--- config.mk ---
export PLATFORM = sky130hd
export DESIGN_NAME = ahbl_burst_splitter
export DESIGN_NICKNAME = d
export VERILOG_FILES = /design/src/rtl/splitter_pkg.sv /design/src/rtl/split_plan.sv /design/src/rtl/beat_addr.sv /design/src/rtl/ahbl_burst_splitter.sv
export SDC_FILE = /design/constraint.sdc
export NUM_CORES = 1
export LEC_CHECK = 0
export ABC_CLOCK_PERIOD_IN_PS = 2380
export BUFFER_PORTS_ARGS = -buffer_cell sky130_fd_sc_hd__buf_4
export CAP_MARGIN = 0
export CORE_MARGIN = 2
export CORE_UTILIZATION = 42
export CTS_CLUSTER_DIAMETER = 200
export DETAILED_ROUTE_END_ITERATION = 6
export GPL_ROUTABILITY_DRIVEN = 1
export PLACE_DENSITY_LB_ADDON = 0.3
export SYNTH_ARGS = -nofsm -noshare
export SYNTH_HDL_FRONTEND = slang
export SYNTH_HIERARCHICAL = 1
export SYNTH_SLANG_ARGS = --single-unit
--- constraint.sdc ---
create_clock -name clk -period 2.38 [get_ports clk]
set_input_delay 0.119 -clock clk [delete_from_list [all_inputs] [get_ports clk]]
set_output_delay 0.119 -clock clk [all_outputs]
set_load 0.02 [all_outputs]
--- src/rtl/splitter_pkg.sv ---
package splitter_pkg;

  typedef enum logic [1:0] {
    TR_IDLE   = 2'b00,
    TR_BUSY   = 2'b01,
    TR_NONSEQ = 2'b10,
    TR_SEQ    = 2'b11
  } trans_e;

  typedef enum logic [2:0] {
    BU_SINGLE = 3'b000,
    BU_INCR4  = 3'b011,
    BU_WRAP8  = 3'b100,
    BU_INCR8  = 3'b101
  } burst_e;

  localparam logic [2:0] SZ_BYTE = 3'b000;
  localparam logic [2:0] SZ_HALF = 3'b001;
  localparam logic [2:0] SZ_WORD = 3'b010;

endpackage

--- src/rtl/split_plan.sv ---
// Chooses the next packet from the number of words still to be issued.
module split_plan
  import splitter_pkg::*;
#(
  parameter int LEN_W      = 6,
  parameter int LINE_WORDS = 8
) (
  input  logic [LEN_W-1:0] words_left,
  input  logic             line_fill,
  output logic [2:0]       burst,
  output logic [2:0]       beats_m1
);
  localparam logic [LEN_W-1:0] LONG_N  = LEN_W'(LINE_WORDS);
  localparam logic [LEN_W-1:0] SHORT_N = LEN_W'(LINE_WORDS / 2);

  always_comb begin
    if (line_fill) begin
      burst    = BU_WRAP8;
      beats_m1 = 3'(LINE_WORDS - 1);
    end else if (words_left >= LONG_N) begin
      burst    = BU_INCR8;
      beats_m1 = 3'(LINE_WORDS - 1);
    end else if (words_left >= SHORT_N) begin
      burst    = BU_INCR4;
      beats_m1 = 3'(LINE_WORDS / 2 - 1);
    end else begin
      burst    = BU_SINGLE;
      beats_m1 = 3'd0;
    end
  end
endmodule

--- src/rtl/beat_addr.sv ---
// Aligns a start address to its access size and steps a beat address,
// either linearly or wrapping inside one cache line.
module beat_addr #(
  parameter int ADDR_W     = 32,
  parameter int LINE_WORDS = 8
) (
  input  logic [ADDR_W-1:0] raw,
  input  logic [2:0]        size,
  input  logic [ADDR_W-1:0] cur,
  input  logic              wrap,
  output logic [ADDR_W-1:0] aligned,
  output logic [ADDR_W-1:0] next
);
  localparam int LINE_BITS = $clog2(LINE_WORDS) + 2;
  localparam int IDX_W     = LINE_BITS - 2;

  logic [IDX_W-1:0] word_idx;

  always_comb begin
    case (size)
      3'b000:  aligned = raw;
      3'b001:  aligned = {raw[ADDR_W-1:1], 1'b0};
      default: aligned = {raw[ADDR_W-1:2], 2'b00};
    endcase
  end

  always_comb begin
    word_idx = cur[LINE_BITS-1:2] + {{(IDX_W-1){1'b0}}, 1'b1};
    if (wrap) next = {cur[ADDR_W-1:LINE_BITS], word_idx, 2'b00};
    else      next = cur + ADDR_W'(4);
  end
endmodule

--- src/rtl/ahbl_burst_splitter.sv ---
module ahbl_burst_splitter
  import splitter_pkg::*;
#(
  parameter int ADDR_W = 32,
  parameter int DATA_W = 32,
  parameter int LEN_W  = 6
) (
  input  logic              clk,
  input  logic              rst,
  input  logic              req_valid,
  output logic              req_ready,
  input  logic [ADDR_W-1:0] req_addr,
  input  logic [LEN_W-1:0]  req_len,
  input  logic              req_write,
  input  logic [1:0]        req_size,
  input  logic              req_linefill,
  input  logic              req_fetch,
  input  logic [DATA_W-1:0] wr_data,
  output logic              wr_take,
  output logic [DATA_W-1:0] rd_data,
  output logic              rd_valid,
  output logic              cmp_valid,
  output logic              cmp_err,
  output logic [ADDR_W-1:0] haddr,
  output logic [1:0]        htrans,
  output logic              hwrite,
  output logic [2:0]        hsize,
  output logic [2:0]        hburst,
  output logic [DATA_W-1:0] hwdata,
  input  logic [DATA_W-1:0] hrdata,
  input  logic              hready,
  input  logic              hresp
);
  localparam int LINE_WORDS = 8;
  localparam int LINE_BITS  = $clog2(LINE_WORDS) + 2;
  localparam logic [LEN_W-1:0] ONE_W = LEN_W'(1);

  // control state
  logic             busy;
  logic             fill_q;
  logic [LEN_W-1:0] rem_q;     // words still to issue after the presented beat
  logic [2:0]       pos_q;     // beats left in the packet after the presented beat
  logic             dp_valid;
  logic             dp_write;
  logic             dp_last;

  // start-of-request decode
  logic [LEN_W-1:0]  len_eff;
  logic [2:0]        start_sz;
  logic [2:0]        first_burst, first_m1;
  logic [2:0]        cont_burst, cont_m1;
  logic [ADDR_W-1:0] start_addr, step_addr;

  logic a_acc, err_first, dp_done;

  always_comb begin
    len_eff = req_linefill ? LEN_W'(LINE_WORDS) : req_len;
    if (req_fetch || req_linefill || req_len != ONE_W || req_size == 2'd3)
      start_sz = SZ_WORD;
    else
      start_sz = {1'b0, req_size};
  end

  split_plan #(.LEN_W(LEN_W), .LINE_WORDS(LINE_WORDS)) u_plan_first (
    .words_left(len_eff), .line_fill(req_linefill),
    .burst(first_burst), .beats_m1(first_m1)
  );

  split_plan #(.LEN_W(LEN_W), .LINE_WORDS(LINE_WORDS)) u_plan_next (
    .words_left(rem_q), .line_fill(1'b0),
    .burst(cont_burst), .beats_m1(cont_m1)
  );

  beat_addr #(.ADDR_W(ADDR_W), .LINE_WORDS(LINE_WORDS)) u_addr (
    .raw(req_addr), .size(start_sz), .cur(haddr), .wrap(fill_q),
    .aligned(start_addr), .next(step_addr)
  );

  assign a_acc     = (htrans != TR_IDLE) && hready;
  assign err_first = dp_valid && !hready && hresp;
  assign dp_done   = dp_valid && hready;

  assign req_ready = !busy;
  assign wr_take   = a_acc && hwrite;
  assign rd_valid  = dp_done && !dp_write && !hresp;
  assign rd_data   = hrdata;

  // data phase tracking and completion
  always_ff @(posedge clk) begin
    if (rst) begin
      dp_valid  <= 1'b0;
      dp_write  <= 1'b0;
      dp_last   <= 1'b0;
      hwdata    <= '0;
      cmp_valid <= 1'b0;
      cmp_err   <= 1'b0;
    end else begin
      cmp_valid <= 1'b0;
      cmp_err   <= 1'b0;
      if (hready) begin
        dp_valid <= a_acc;
        dp_write <= hwrite;
        dp_last  <= (rem_q == '0);
        if (a_acc && hwrite) hwdata <= wr_data;
      end
      if (dp_done && (dp_last || hresp)) begin
        cmp_valid <= 1'b1;
        cmp_err   <= hresp;
      end
    end
  end

  // address phase sequencing
  always_ff @(posedge clk) begin
    if (rst) begin
      busy   <= 1'b0;
      fill_q <= 1'b0;
      rem_q  <= '0;
      pos_q  <= '0;
      haddr  <= '0;
      htrans <= TR_IDLE;
      hwrite <= 1'b0;
      hsize  <= SZ_WORD;
      hburst <= BU_SINGLE;
    end else begin
      if (dp_done && (dp_last || hresp)) busy <= 1'b0;
      if (err_first) begin
        htrans <= TR_IDLE;
        rem_q  <= '0;
        pos_q  <= '0;
      end else if (a_acc) begin
        if (rem_q == '0) begin
          htrans <= TR_IDLE;
        end else if (pos_q != 3'd0) begin
          htrans <= TR_SEQ;
          haddr  <= step_addr;
          pos_q  <= pos_q - 3'd1;
          rem_q  <= rem_q - ONE_W;
        end else begin
          htrans <= TR_NONSEQ;
          haddr  <= step_addr;
          hburst <= cont_burst;
          pos_q  <= cont_m1;
          rem_q  <= rem_q - ONE_W;
        end
      end else if (!busy && req_valid) begin
        busy   <= 1'b1;
        fill_q <= req_linefill;
        htrans <= TR_NONSEQ;
        haddr  <= start_addr;
        hburst <= first_burst;
        hsize  <= start_sz;
        hwrite <= req_write && !req_linefill;
        pos_q  <= first_m1;
        rem_q  <= len_eff - ONE_W;
      end
    end
  end

  // only the four legal burst codes reach the bus
  a_r1_legal_burst: assert property (@(posedge clk) disable iff (rst)
    (htrans != TR_IDLE) |-> (hburst == BU_SINGLE || hburst == BU_INCR4 ||
                             hburst == BU_INCR8  || hburst == BU_WRAP8));

  // a SEQ beat never belongs to a single transfer
  a_r3_seq_in_burst: assert property (@(posedge clk) disable iff (rst)
    (htrans == TR_SEQ) |-> (hburst != BU_SINGLE));

  // wrapping beats stay inside one line
  a_r5_wrap_in_line: assert property (@(posedge clk) disable iff (rst)
    (htrans == TR_SEQ && hburst == BU_WRAP8) |->
      (haddr[ADDR_W-1:LINE_BITS] == $past(haddr[ADDR_W-1:LINE_BITS])));

  // alignment follows the driven size
  a_r6_word_align: assert property (@(posedge clk) disable iff (rst)
    (htrans != TR_IDLE && hsize == SZ_WORD) |-> (haddr[1:0] == 2'b00));
  a_r6_half_align: assert property (@(posedge clk) disable iff (rst)
    (htrans != TR_IDLE && hsize == SZ_HALF) |-> (haddr[0] == 1'b0));

  // address and control held through wait states
  a_r8_hold_ctrl: assert property (@(posedge clk) disable iff (rst)
    (htrans != TR_IDLE && !hready && !hresp) |=>
      ($stable(haddr) && $stable(htrans) && $stable(hburst)));

  // completion only once the address phase has gone idle
  a_r9_done_idle: assert property (@(posedge clk) disable iff (rst)
    cmp_valid |-> (htrans == TR_IDLE));

  // the first error cycle cancels the pending address phase
  a_r12_cancel_on_error: assert property (@(posedge clk) disable iff (rst)
    (dp_valid && !hready && hresp) |=> (htrans == TR_IDLE));

endmodule

==> report_table.html <==
<table>
<tr><th>Metric</th><th>Value</th></tr>
<tr><th colspan="2">Placement</th></tr>
<tr><td>Count of buffers from port buffering</td><td>156</td></tr>
<tr><td>Final HPWL from detailed placement</td><td>9720 um</td></tr>
<tr><td>GPL Wtd Cong</td><td>0.928</td></tr>
<tr><th colspan="2">Global route</th></tr>
<tr><td>Global routing usage summed across all routing layers</td><td>0.209</td></tr>
<tr><td>Pin count of the biggest net entering global routing</td><td>46</td></tr>
<tr><td>Initial antenna violation count</td><td>0</td></tr>
<tr><td>Final global-route overflow total</td><td>0</td></tr>
<tr><td>Global-route wire length before repair</td><td>22000 um</td></tr>
<tr><td>Via count of the first global-routing pass</td><td>4602</td></tr>
<tr><th colspan="2">Synth</th></tr>
<tr><td>Summed instance area of the synthesized netlist</td><td>5080 sq um</td></tr>
<tr><td>Most used flip-flop cell after synthesis</td><td>sky130_fd_sc_hd__dfxtp_1</td></tr>
<tr><td>Number of distinct library cells after synthesis</td><td>57</td></tr>
<tr><td>Average cell area after synthesis</td><td>7.72 sq um</td></tr>
<tr><td>Seq cells post-synth</td><td>88</td></tr>
<tr><td>Sequential cell area fraction in the yosys report</td><td>0.346</td></tr>
<tr><td>Ys Warns</td><td>6</td></tr>
<tr><td>Async SR Flop Fraction</td><td>0</td></tr>
<tr><td>Post-synth EDFFs</td><td>0</td></tr>
<tr><td>Number of instances in the synthesized netlist</td><td>659</td></tr>
<tr><th colspan="2">Route</th></tr>
<tr><td>Number of design-rule violations left by the first detailed-router iteration</td><td>256</td></tr>
<tr><td>Antenna Violating Nets Remaining</td><td>0</td></tr>
<tr><td>Final routed DRC violation total</td><td>0</td></tr>
<tr><td>Routed wire length on met2</td><td>6230 um</td></tr>
<tr><td>1st-pass router iterations</td><td>5</td></tr>
<tr><td>Metal3 WL</td><td>1280 um</td></tr>
<tr><td>Final wirelength</td><td>13700 um</td></tr>
<tr><td>Routed len/inst</td><td>15.4 um</td></tr>
<tr><td>Length of routed wiring on met1</td><td>5900 um</td></tr>
<tr><td>Total vias in the final route</td><td>4809</td></tr>
<tr><td>Average vias per placed instance</td><td>5.42</td></tr>
<tr><td>Highest routed metal layer</td><td>met4</td></tr>
<tr><th colspan="2">CTS</th></tr>
<tr><td>Clock input transition at the sequential cells of the worst setup and hold paths</td><td>0.07 ns</td></tr>
<tr><td>PostCTS Resize Cnt</td><td>0</td></tr>
<tr><td>Worst-skew pair later-pin latency</td><td>0.34 ns</td></tr>
<tr><td>Quantity of hold-fixing buffers added after cts</td><td>0</td></tr>
<tr><td># Post-CTS Setup Buffers</td><td>0</td></tr>
<tr><td>Clock root buffer master</td><td>sky130_fd_sc_hd__clkbuf_16</td></tr>
<tr><td>H-tree Lvls</td><td>3</td></tr>
<tr><td>TritonCTS clock tree</td><td>done</td></tr>
<tr><td>Clock sinks</td><td>88</td></tr>
<tr><td>Clock buffers created by TritonCTS</td><td>9</td></tr>
<tr><td>Maximum clock path buffer count</td><td>2</td></tr>
<tr><th colspan="2">Critical path</th></tr>
<tr><td>Reg2reg path depth</td><td>7</td></tr>
<tr><td>CP Data Arrival Time</td><td>2.33 ns</td></tr>
<tr><td>Critical path endpoint category</td><td>flop</td></tr>
<tr><td>Required time at the worst-slack endpoint</td><td>2.63 ns</td></tr>
<tr><td>R2r startpoint</td><td>haddr[2]</td></tr>
<tr><td>Peak fanout along the critical path</td><td>8</td></tr>
<tr><td>Type of the setup path with the least slack</td><td>reg -&gt; reg</td></tr>
<tr><td>Startpoint kind of the worst setup timing path</td><td>flop</td></tr>
<tr><td>Timing startpoint of the critical path</td><td>haddr[2]</td></tr>
<tr><th colspan="2">Finish</th></tr>
<tr><td>Layout Utilization</td><td>0.519</td></tr>
<tr><td>Share of layout cells above drive strength 1</td><td>0.273</td></tr>
<tr><td>Most common cell after layout, fill and taps aside</td><td>sky130_fd_sc_hd__buf_4</td></tr>
<tr><td>Commonest cells after routing, fill and taps aside</td><td>sky130_fd_sc_hd__buf_4, sky130_fd_sc_hd__nand2_1, sky130_fd_sc_hd__dfxtp_1</td></tr>
<tr><td>Number of nets at the end of the flow</td><td>851</td></tr>
<tr><td>Post-synthesis to final-layout area growth</td><td>21.6%</td></tr>
<tr><td>Diode insertion count for antenna repair</td><td>0</td></tr>
<tr><th colspan="2">Floorplan</th></tr>
<tr><td>Y dimension of the die</td><td>114 um</td></tr>
<tr><td>Floorplan Core Area</td><td>11900 sq um</td></tr>
<tr><td>Row Count</td><td>40</td></tr>
<tr><td>Area of the die</td><td>13000 sq um</td></tr>
<tr><td>Starting Density</td><td>0.427</td></tr>
<tr><td>Die span in x</td><td>114 um</td></tr>
<tr><td>I/O pin count</td><td>222</td></tr>
<tr><th colspan="2">Hold path</th></tr>
<tr><td>Worst hold start</td><td>wr_data[9]</td></tr>
<tr><td>Number of cells traversed by the worst hold path</td><td>3</td></tr>
<tr><td>Type of the tightest min-delay check</td><td>in -&gt; reg</td></tr>
<tr><th colspan="2">Pwr</th></tr>
<tr><td>Static leakage</td><td>2.56 nW</td></tr>
<tr><td>Power per unit of standard cell area</td><td>699 nW/um^2</td></tr>
<tr><td>IR drop worst, VDD</td><td>348 uV</td></tr>
<tr><th colspan="2">Status</th></tr>
<tr><td>Run status</td><td>completed</td></tr>
<tr><th colspan="2">Timing</th></tr>
<tr><td>Worst-Margin Slew</td><td>0.541 ns</td></tr>
<tr><td>Sum Neg Setup Slack</td><td>0 ns</td></tr>
<tr><td>Number of hold violations in the final report</td><td>0</td></tr>
<tr><td>Final setup viols</td><td>0</td></tr>
<tr><td>Relative slew margins</td><td>0.637</td></tr>
<tr><td>Maximum clock frequency</td><td>0.481 GHz</td></tr>
<tr><td>RSZ-0062 raised after global routing</td><td>no</td></tr>
<tr><td>Worst clock skew</td><td>0.00863 ns</td></tr>
<tr><td>Final clock period utilization by the worst path</td><td>0.874</td></tr>
<tr><td>Final-layout worst hold slack</td><td>0.0164 ns</td></tr>
<tr><td>Clock period minus final worst setup slack</td><td>2.08 ns</td></tr>
<tr><td>Final Max Tran Viols</td><td>0</td></tr>
<tr><th colspan="2">Flow run</th></tr>
<tr><td>Max-cap check violation count</td><td>0</td></tr>
</table>
==> worst max-delay path, stage by stage (launching register included) <==
cell and delay [ns]:
sky130_fd_sc_hd__dfxtp_1 0.39, sky130_fd_sc_hd__ha_1 0.22, sky130_fd_sc_hd__nand3b_1 0.13, sky130_fd_sc_hd__nor4_4 0.54, sky130_fd_sc_hd__nand3_1 0.17, sky130_fd_sc_hd__xnor2_1 0.20, sky130_fd_sc_hd__nand2_1 0.08, sky130_fd_sc_hd__a311oi_1 0.26
==> routing by layer <==
metal  global-route usage  up-vias
li1                     -     2364
met1                0.267     2204
met2                0.330      207
met3               0.0632       34
met4               0.0821        0
met5                    0        -
==> state kept, by name, summed over array words and instances (netlist names) <==
signal and cells:
haddr 32, hwdata 32, rem_q 6, hburst 3, pos_q 3, hsize 2
htrans 2, busy 1, cmp_err 1, cmp_valid 1, dp_last 1, dp_valid 1
dp_write 1, fill_q 1, hwrite 1
==> per-stage QoR <==
step                      power (mW)  worst slack [ns]  std cells  cell area (sq um)
final                           4.32             0.301        887               6180
after CTS                       4.36             0.311        887               6180
after floorplan                 2.62             0.272        663               5100
after detailed placement        2.96             0.336        871               5890
after global placement          2.93             0.376        871               5890
after global routing            4.54             0.143        887               6180
==> logic make-up after synthesis <==
logic type | share of synthesized area
AOI/OAI and AO/OA | 0.175
xor gates and xnor gates | 0.0500
adders and majority gates | 0.00984
buffers and inverters | 0.137
DFF | 0.346
muxes | 0.0165
other | 0.000737
and+or+nand+nor | 0.264
==> cell usage after synthesis, drive strengths merged, types with 2 or more instances <==
cell,number,share of area
a211o,2,0.0034
a211oi,4,0.0059
a21oi,82,0.082
a22oi,2,0.0030
a311oi,32,0.055
a31oi,2,0.0025
and2,4,0.0049
and3,6,0.0074
and3b,2,0.0034
and4,2,0.0034
buf,84,0.11
clkbuf,21,0.016
dfxtp,88,0.35
ha,4,0.0098
inv,9,0.0066
mux2,3,0.0066
mux2i,5,0.0098
nand2,158,0.12
nand2b,9,0.011
nand3,19,0.020
nand3b,5,0.0074
nand4,10,0.014
nor2,22,0.016
nor2b,11,0.014
nor3,6,0.0069
nor4,8,0.018
o2111ai,2,0.0034
o211ai,4,0.0059
o21ai,6,0.0066
or3,3,0.0037
or4,2,0.0039
xnor2,23,0.040
xor2,6,0.010
==> path summary, 6_finish.rpt <==
kind | end | slack (ns)
worst max-delay path | haddr[26] | 0.30
worst min-delay path | hwdata[9] | 0.02
worst max register to register | haddr[26] | 0.30
worst min register to register | hwdata[5] | 0.45
==> power breakdown <==
part           internal [mW]  leakage (nW)  total (mW)  switching, mW
logic                  0.506          1.70        1.14          0.630
registers               1.61         0.720        1.80          0.188
clock network          0.751         0.137        1.39          0.637
total                   2.87          2.56        4.32           1.46
==> area by class of cell <==
cell class / instances / area (sq um)
Fill cell: 1158 / 5730
Multi-Input combinational cell: 461 / 2650
Sequential cell: 88 / 1760
Timing Repair Buffer: 166 / 1260
Clock buffer: 10 / 239
Tap cell: 147 / 184
Clock inverter: 6 / 52.6
Inverter: 9 / 33.8
(Power assumes the default switching activity.)
